===== config.mk =====
export PLATFORM = sky130hd
export DESIGN_NAME = supply_window_seq
export DESIGN_NICKNAME = d
export VERILOG_FILES = /design/src/rtl/svq_pkg.sv /design/src/rtl/svq_tick_gen.sv /design/src/rtl/svq_hyst.sv /design/src/rtl/svq_delay_cnt.sv /design/src/rtl/supply_window_seq.sv
export SDC_FILE = /design/constraint.sdc
export NUM_CORES = 1
export LEC_CHECK = 0
export BUFFER_PORTS_ARGS = -buffer_cell sky130_fd_sc_hd__buf_2
export CORE_AREA = 2 2 39 41
export DETAILED_ROUTE_END_ITERATION = 7
export DIE_AREA = 0 0 41 43
export PLACE_DENSITY = 0.77
export REMOVE_ABC_BUFFERS = 1
export SYNTH_ARGS = -nofsm -noshare
export SYNTH_HDL_FRONTEND = slang
export SYNTH_SLANG_ARGS = --single-unit
export TNS_END_PERCENT = 5

===== constraint.sdc =====
create_clock -name clk -period 2.4 [get_ports clk]
set_input_delay 0.12 -clock clk [delete_from_list [all_inputs] [get_ports clk]]
set_output_delay 0.12 -clock clk [all_outputs]
set_load 0.01 [all_outputs]

===== src/rtl/svq_pkg.sv =====
package svq_pkg;

    localparam int CODE_W_DEF      = 10;
    localparam int UV_FALL_DEF     = 344;
    localparam int UV_RISE_DEF     = 364;
    localparam int OV_FALL_DEF     = 772;
    localparam int OV_RISE_DEF     = 788;
    localparam int PRESCALE_DEF    = 4;
    localparam int DELAY_TICKS_DEF = 8;

    typedef enum logic [2:0] {
        SQ_UNQ   = 3'd0,
        SQ_POR   = 3'd1,
        SQ_ON    = 3'd2,
        SQ_FILT  = 3'd3,
        SQ_FAULT = 3'd4
    } sq_state_e;

    typedef struct packed {
        logic uv;
        logic ov;
    } win_flags_t;

    function automatic logic in_window(win_flags_t f);
        return !f.uv && !f.ov;
    endfunction

    function automatic logic drives_gate(sq_state_e s);
        return (s == SQ_ON) || (s == SQ_FILT);
    endfunction

    function automatic logic is_timed(sq_state_e s);
        return (s == SQ_POR) || (s == SQ_FILT);
    endfunction

endpackage


===== src/rtl/svq_tick_gen.sv =====
module svq_tick_gen #(
    parameter int PRESCALE = 4
) (
    input  logic clk,
    input  logic rst,
    output logic tick
);
    generate
        if (PRESCALE <= 1) begin : g_every
            assign tick = 1'b1;
        end else begin : g_div
            localparam int PW = $clog2(PRESCALE);
            localparam logic [PW-1:0] LAST = PW'(PRESCALE - 1);
            logic [PW-1:0] div_q;

            always_ff @(posedge clk) begin
                if (rst)               div_q <= '0;
                else if (div_q == LAST) div_q <= '0;
                else                   div_q <= div_q + 1'b1;
            end

            assign tick = (div_q == LAST);

            // ticks are isolated pulses, one per prescale period
            assert_tick_single_R4: assert property (@(posedge clk) disable iff (rst)
                tick |=> !tick);
        end
    endgenerate
endmodule


===== src/rtl/svq_hyst.sv =====
module svq_hyst #(
    parameter int CODE_W    = 10,
    parameter int SET_TH    = 344,
    parameter int CLR_TH    = 364,
    parameter bit HIGH_SIDE = 1'b0
) (
    input  logic              clk,
    input  logic              rst,
    input  logic [CODE_W-1:0] code,
    output logic              flag
);
    localparam logic [CODE_W-1:0] SET_C = CODE_W'(SET_TH);
    localparam logic [CODE_W-1:0] CLR_C = CODE_W'(CLR_TH);
    localparam logic              RST_V = !HIGH_SIDE;

    logic set_c;
    logic clr_c;

    generate
        if (HIGH_SIDE) begin : g_high
            assign set_c = code > SET_C;
            assign clr_c = code < CLR_C;
        end else begin : g_low
            assign set_c = code < SET_C;
            assign clr_c = code > CLR_C;
        end
    endgenerate

    always_ff @(posedge clk) begin
        if (rst)                 flag <= RST_V;
        else if (!flag && set_c) flag <= 1'b1;
        else if (flag && clr_c)  flag <= 1'b0;
    end
endmodule


===== src/rtl/svq_delay_cnt.sv =====
module svq_delay_cnt #(
    parameter int LIMIT = 8
) (
    input  logic clk,
    input  logic rst,
    input  logic clear,
    input  logic tick,
    output logic done
);
    localparam int CW = $clog2(LIMIT + 1);
    localparam logic [CW-1:0] LAST = CW'(LIMIT - 1);

    logic [CW-1:0] cnt_q;

    assign done = tick && (cnt_q == LAST);

    always_ff @(posedge clk) begin
        if (rst || clear) cnt_q <= '0;
        else if (done)    cnt_q <= '0;
        else if (tick)    cnt_q <= cnt_q + 1'b1;
    end

    // the tick count never passes the programmed delay
    assert_cnt_bound_R4: assert property (@(posedge clk) disable iff (rst)
        cnt_q <= LAST);
endmodule


===== src/rtl/supply_window_seq.sv =====
module supply_window_seq
    import svq_pkg::*;
#(
    parameter int CODE_W      = CODE_W_DEF,
    parameter int UV_FALL_TH  = UV_FALL_DEF,
    parameter int UV_RISE_TH  = UV_RISE_DEF,
    parameter int OV_FALL_TH  = OV_FALL_DEF,
    parameter int OV_RISE_TH  = OV_RISE_DEF,
    parameter int PRESCALE    = PRESCALE_DEF,
    parameter int DELAY_TICKS = DELAY_TICKS_DEF
) (
    input  logic              clk,
    input  logic              rst,
    input  logic [CODE_W-1:0] sample_code,
    input  logic              supply_lockout,
    output logic              gate_en,
    output logic              uv_flag,
    output logic              ov_flag,
    output logic              v_fault
);
    localparam logic [CODE_W-1:0] UVF_C = CODE_W'(UV_FALL_TH);
    localparam logic [CODE_W-1:0] UVR_C = CODE_W'(UV_RISE_TH);
    localparam logic [CODE_W-1:0] OVF_C = CODE_W'(OV_FALL_TH);
    localparam logic [CODE_W-1:0] OVR_C = CODE_W'(OV_RISE_TH);

    win_flags_t flags;
    sq_state_e  state_q, state_d;
    logic       tick, t_done, t_clear, inwin;

    svq_tick_gen #(.PRESCALE(PRESCALE)) u_tick (
        .clk(clk), .rst(rst), .tick(tick)
    );

    svq_hyst #(.CODE_W(CODE_W), .SET_TH(UV_FALL_TH), .CLR_TH(UV_RISE_TH),
               .HIGH_SIDE(1'b0)) u_uv (
        .clk(clk), .rst(rst), .code(sample_code), .flag(flags.uv)
    );

    svq_hyst #(.CODE_W(CODE_W), .SET_TH(OV_RISE_TH), .CLR_TH(OV_FALL_TH),
               .HIGH_SIDE(1'b1)) u_ov (
        .clk(clk), .rst(rst), .code(sample_code), .flag(flags.ov)
    );

    svq_delay_cnt #(.LIMIT(DELAY_TICKS)) u_delay (
        .clk(clk), .rst(rst), .clear(t_clear), .tick(tick), .done(t_done)
    );

    assign inwin = in_window(flags);

    always_comb begin
        state_d = state_q;
        if (supply_lockout) begin
            state_d = SQ_UNQ;
        end else begin
            unique case (state_q)
                SQ_UNQ:   if (inwin) state_d = SQ_POR;
                SQ_POR:   if (!inwin) state_d = SQ_UNQ;
                          else if (t_done) state_d = SQ_ON;
                SQ_ON:    if (!inwin) state_d = SQ_FILT;
                SQ_FILT:  if (inwin) state_d = SQ_ON;
                          else if (t_done) state_d = SQ_FAULT;
                SQ_FAULT: if (inwin) state_d = SQ_ON;
                default:  state_d = SQ_UNQ;
            endcase
        end
    end

    // one counter serves both timed states; it restarts on every state change
    assign t_clear = !is_timed(state_q) || (state_d != state_q);

    always_ff @(posedge clk) begin
        if (rst) state_q <= SQ_UNQ;
        else     state_q <= state_d;
    end

    assign gate_en = drives_gate(state_q) && !supply_lockout;
    assign uv_flag = flags.uv;
    assign ov_flag = flags.ov;
    assign v_fault = (state_q == SQ_FAULT);

    assert_uv_set_R2: assert property (@(posedge clk) disable iff (rst)
        $rose(uv_flag) |-> ($past(sample_code) < UVF_C));
    assert_uv_clr_R2: assert property (@(posedge clk) disable iff (rst)
        $fell(uv_flag) |-> ($past(sample_code) > UVR_C));
    assert_ov_set_R3: assert property (@(posedge clk) disable iff (rst)
        $rose(ov_flag) |-> ($past(sample_code) > OVR_C));
    assert_ov_clr_R3: assert property (@(posedge clk) disable iff (rst)
        $fell(ov_flag) |-> ($past(sample_code) < OVF_C));
    assert_gate_window_R4: assert property (@(posedge clk) disable iff (rst)
        $rose(gate_en) |-> $past(!uv_flag && !ov_flag));
    assert_fault_cause_R7: assert property (@(posedge clk) disable iff (rst)
        $rose(v_fault) |-> $past(uv_flag || ov_flag));
    assert_lockout_hold_R9: assert property (@(posedge clk) disable iff (rst)
        supply_lockout |=> !gate_en);
endmodule


==> results.json <==
{
  "critical_path.top_delay_family": "simple AND/OR/NAND/NOR gates",
  "firstDrtPassIters": 4,
  "synth_area_sq_um": 566,
  "area_delta_synth_final_pct": 18.1,
  "cts_setup_buffers": 0,
  "worst-endpoint-required_ns": 2.58,
  "antenna_found_initial": 0,
  "cts-root-buf": "clkbuf_4",
  "holdPathStages": 2,
  "placed_cell_area_sq_um": 642,
  "fin_crit_ns": 1.41,
  "synth.avg_cell_area_sq_um": 9.43,
  "setup_violations": 0,
  "drt_wl_total_um": 1060,
  "cp_slowest_stage_delay_ns": 0.38,
  "clock_skew_ns": 0.000788,
  "yosysUniqueCellTypes": 31,
  "worstSkewPairLatency_ns": 0.26,
  "synth_cells": 60,
  "cp_slowest_cell": "and4b_1",
  "synth_flop_cell": "dfxtp_1",
  "worst_ep_arrival_time_ns": 1.60,
  "initial_utilization": 0.409,
  "r2r_start": "u_tick.g_div.div_q[0]",
  "die_w_um": 41,
  "synth_largest_type_area_fraction": 0.389,
  "yosys.area.top_type": "dfxtp_1",
  "design.die.area_sq_mm": 0.00176,
  "dpl.cell_count": 89,
  "synth-seq-area-share": 0.389,
  "die_h_um": 43,
  "grt_usage": 0.155,
  "p_comb_frac": 0.113,
  "num_vias": 509,
  "pin_count": 17,
  "worstSetupPathType": "reg -> reg",
  "outcome": "complete, no violations",
  "hold_path_class": "in -> reg",
  "grt_pass1_wl_um": 1870,
  "hold_path_end": "state_q[2]",
  "rsz0062_at_grt": "no",
  "final_cell_mix": "16 x buf_2, 11 x dfxtp_1, 7 x nor3_1",
  "overflow": 0,
  "ant_nets": 0,
  "nNetsFinal": 93,
  "clkSlewWorstSetupHoldPaths_ns": 0.07,
  "p_leak_uw": 0.000276,
  "coreArea_sq_mm": 0.00138,
  "rr_endpoint": "state_q[2]",
  "clk_path_buf_depth": 2,
  "cts_buffers": 3,
  "max_freq_mhz": 707,
  "max_cap_viol_count": 0,
  "fin_setup_tns_ns": 0,
  "swShare": 0.241,
  "layout_commonest_cell": "buf_2",
  "finalHoldViolations": 0,
  "grt_max_degree": 9,
  "synth-async-reset-ratio": 0,
  "hold_buffers": 0,
  "ys_ff_latch": 11,
  "final_util": 0.483,
  "wire_per_inst_um": 11.4,
  "cts_tree": "done",
  "ctsResizeCount": 0,
  "via_per_inst": 5.47,
  "maxSlewViolCount": 0,
  "rows": 14,
  "ir_drop_uv": 274,
  "port_buffers": 16,
  "power_density_mw_per_mm2": 542,
  "hold_ws_ns": 0.0788,
  "nFillCells": 136,
  "power.share.sequential": 0.540,
  "diodes": 0,
  "fin_crit_sh": 0.589,
  "maxSlewHeadroom": 0.764,
  "cp_cell_sequence": "ha_1 -> and4b_1 -> a41oi_1 -> nor4_2",
  "grt_pass1_vias": 455,
  "tightest_slew_ns": 0.350,
  "power_frac_clock": 0.347,
  "instances_no_fill": 93,
  "drc": 0,
  "globalplace.congestion": 0.741,
  "hp-start": "supply_lockout",
  "clock-sinks": 11,
  "reg2reg_slack_ns": 0.99,
  "synth_enable_flop_cells": 0,
  "htreeDepth": 1,
  "path_max_fanout": 7,
  "p_switching_uw": 87.1,
  "start_kind": "register",
  "yosys_warnings": 0,
  "internal_power_uw": 275,
  "final_layout_size_suffix_gt1_frac": 0.273,
  "r2r_cells": 4,
  "ys_top_cells_by_area": "dfxtp_1 39%, nor3_1 6.2%, ha_1 4.4%",
  "path_buf_inv": 0,
  "drtIter0Drc": 9,
  "endpoint_kind": "register",
  "stdcell_area_sq_um": 668
}
==> worst max path at each step <==
stage | endpoint | slack [ns] | cells after the start | from
6_report | state_q[2] | 0.99 | 4 | u_tick.g_div.div_q[0]
4_1_cts | state_q[2] | 0.99 | 4 | u_tick.g_div.div_q[0]
3_5_place_dp | state_q[2] | 1.00 | 4 | u_tick.g_div.div_q[0]
2_1_floorplan | state_q[2] | 1.13 | 4 | u_tick.g_div.div_q[0]
5_1_grt | state_q[2] | 0.84 | 4 | u_tick.g_div.div_q[0]
3_3_place_gp | state_q[2] | 1.07 | 4 | u_tick.g_div.div_q[0]
==> worst reg2reg max path, delay by kind of cell (launching register included) <==
family	cells	cell delay (ns)
adder cells (fa/ha/maj)	1	0.31
flip-flops	1	0.34
AND/OR/NAND/NOR	2	0.52
AO/OA/AOI/OAI	1	0.16
==> metrics by stage <==
stage               total power [uW]  worst slack [ns]
detailed placement               241              1.00
floorplan                        219              1.13
CTS                              365             0.987
finish                           362             0.986
global route                     378             0.843
global placement                 238              1.07
==> synthesized netlist by cell type (all sizes together), types with 2 or more instances <==
cell type / instances
nor3b: 3
o21a: 3
buf: 3
nand4: 2
a21oi: 2
ha: 2
nor2: 4
nand2: 3
nor3: 7
dfxtp: 11
xor2: 2
nor4: 2
==> power by group through the flow <==
stage	registers, uW	clock network [uW]	logic [uW]
2_1_floorplan	199	0	19.7
3_3_place_gp	199	0	39.3
3_5_place_dp	200	0	41.6
4_1_cts	195	128	41.7
5_1_grt	197	135	46.1
6_report	195	125	41.1
==> sequential cells by signal, indices dropped and copies added, names as in the netlist <==
signal	cells
state_q	3
u_delay.cnt_q	4
u_ov.flag	1
u_tick.g_div.div_q	2
u_uv.flag	1
==> cell type report <==
cell class | count | area [sq um] | share of cell area
Multi-Input combinational cell | 45 | 318 | 0.476
Tap cell | 16 | 20.0 | 0.0300
Clock buffer | 4 | 26.3 | 0.0393
Timing Repair Buffer | 16 | 80.1 | 0.120
Sequential cell | 11 | 220 | 0.330
Inverter | 1 | 3.75 | 0.00562
==> cell families (layout without fill, tap and decap cells) <==
group | Yosys count | in the layout | share of synthesized area
xor gates and xnor gates | 3 | 3 | 0.0465
and+or+nand+nor | 26 | 26 | 0.279
DFF | 11 | 11 | 0.389
buffers and inverters | 4 | 21 | 0.0487
adders and majority gates | 2 | 2 | 0.0442
muxes | 1 | 1 | 0.0177
AOI/OAI and AO/OA | 13 | 13 | 0.175
==> per-layer routing <==
layer  vias up  GRT usage  part of all wire
met5         -          0                 0
met4         0     0.0800             0.018
met3         2     0.0314             0.047
met2        14      0.213              0.48
met1       233      0.220              0.45
li1        260          -                 -
No activity file was read; power rests on OpenSTA's default activity.
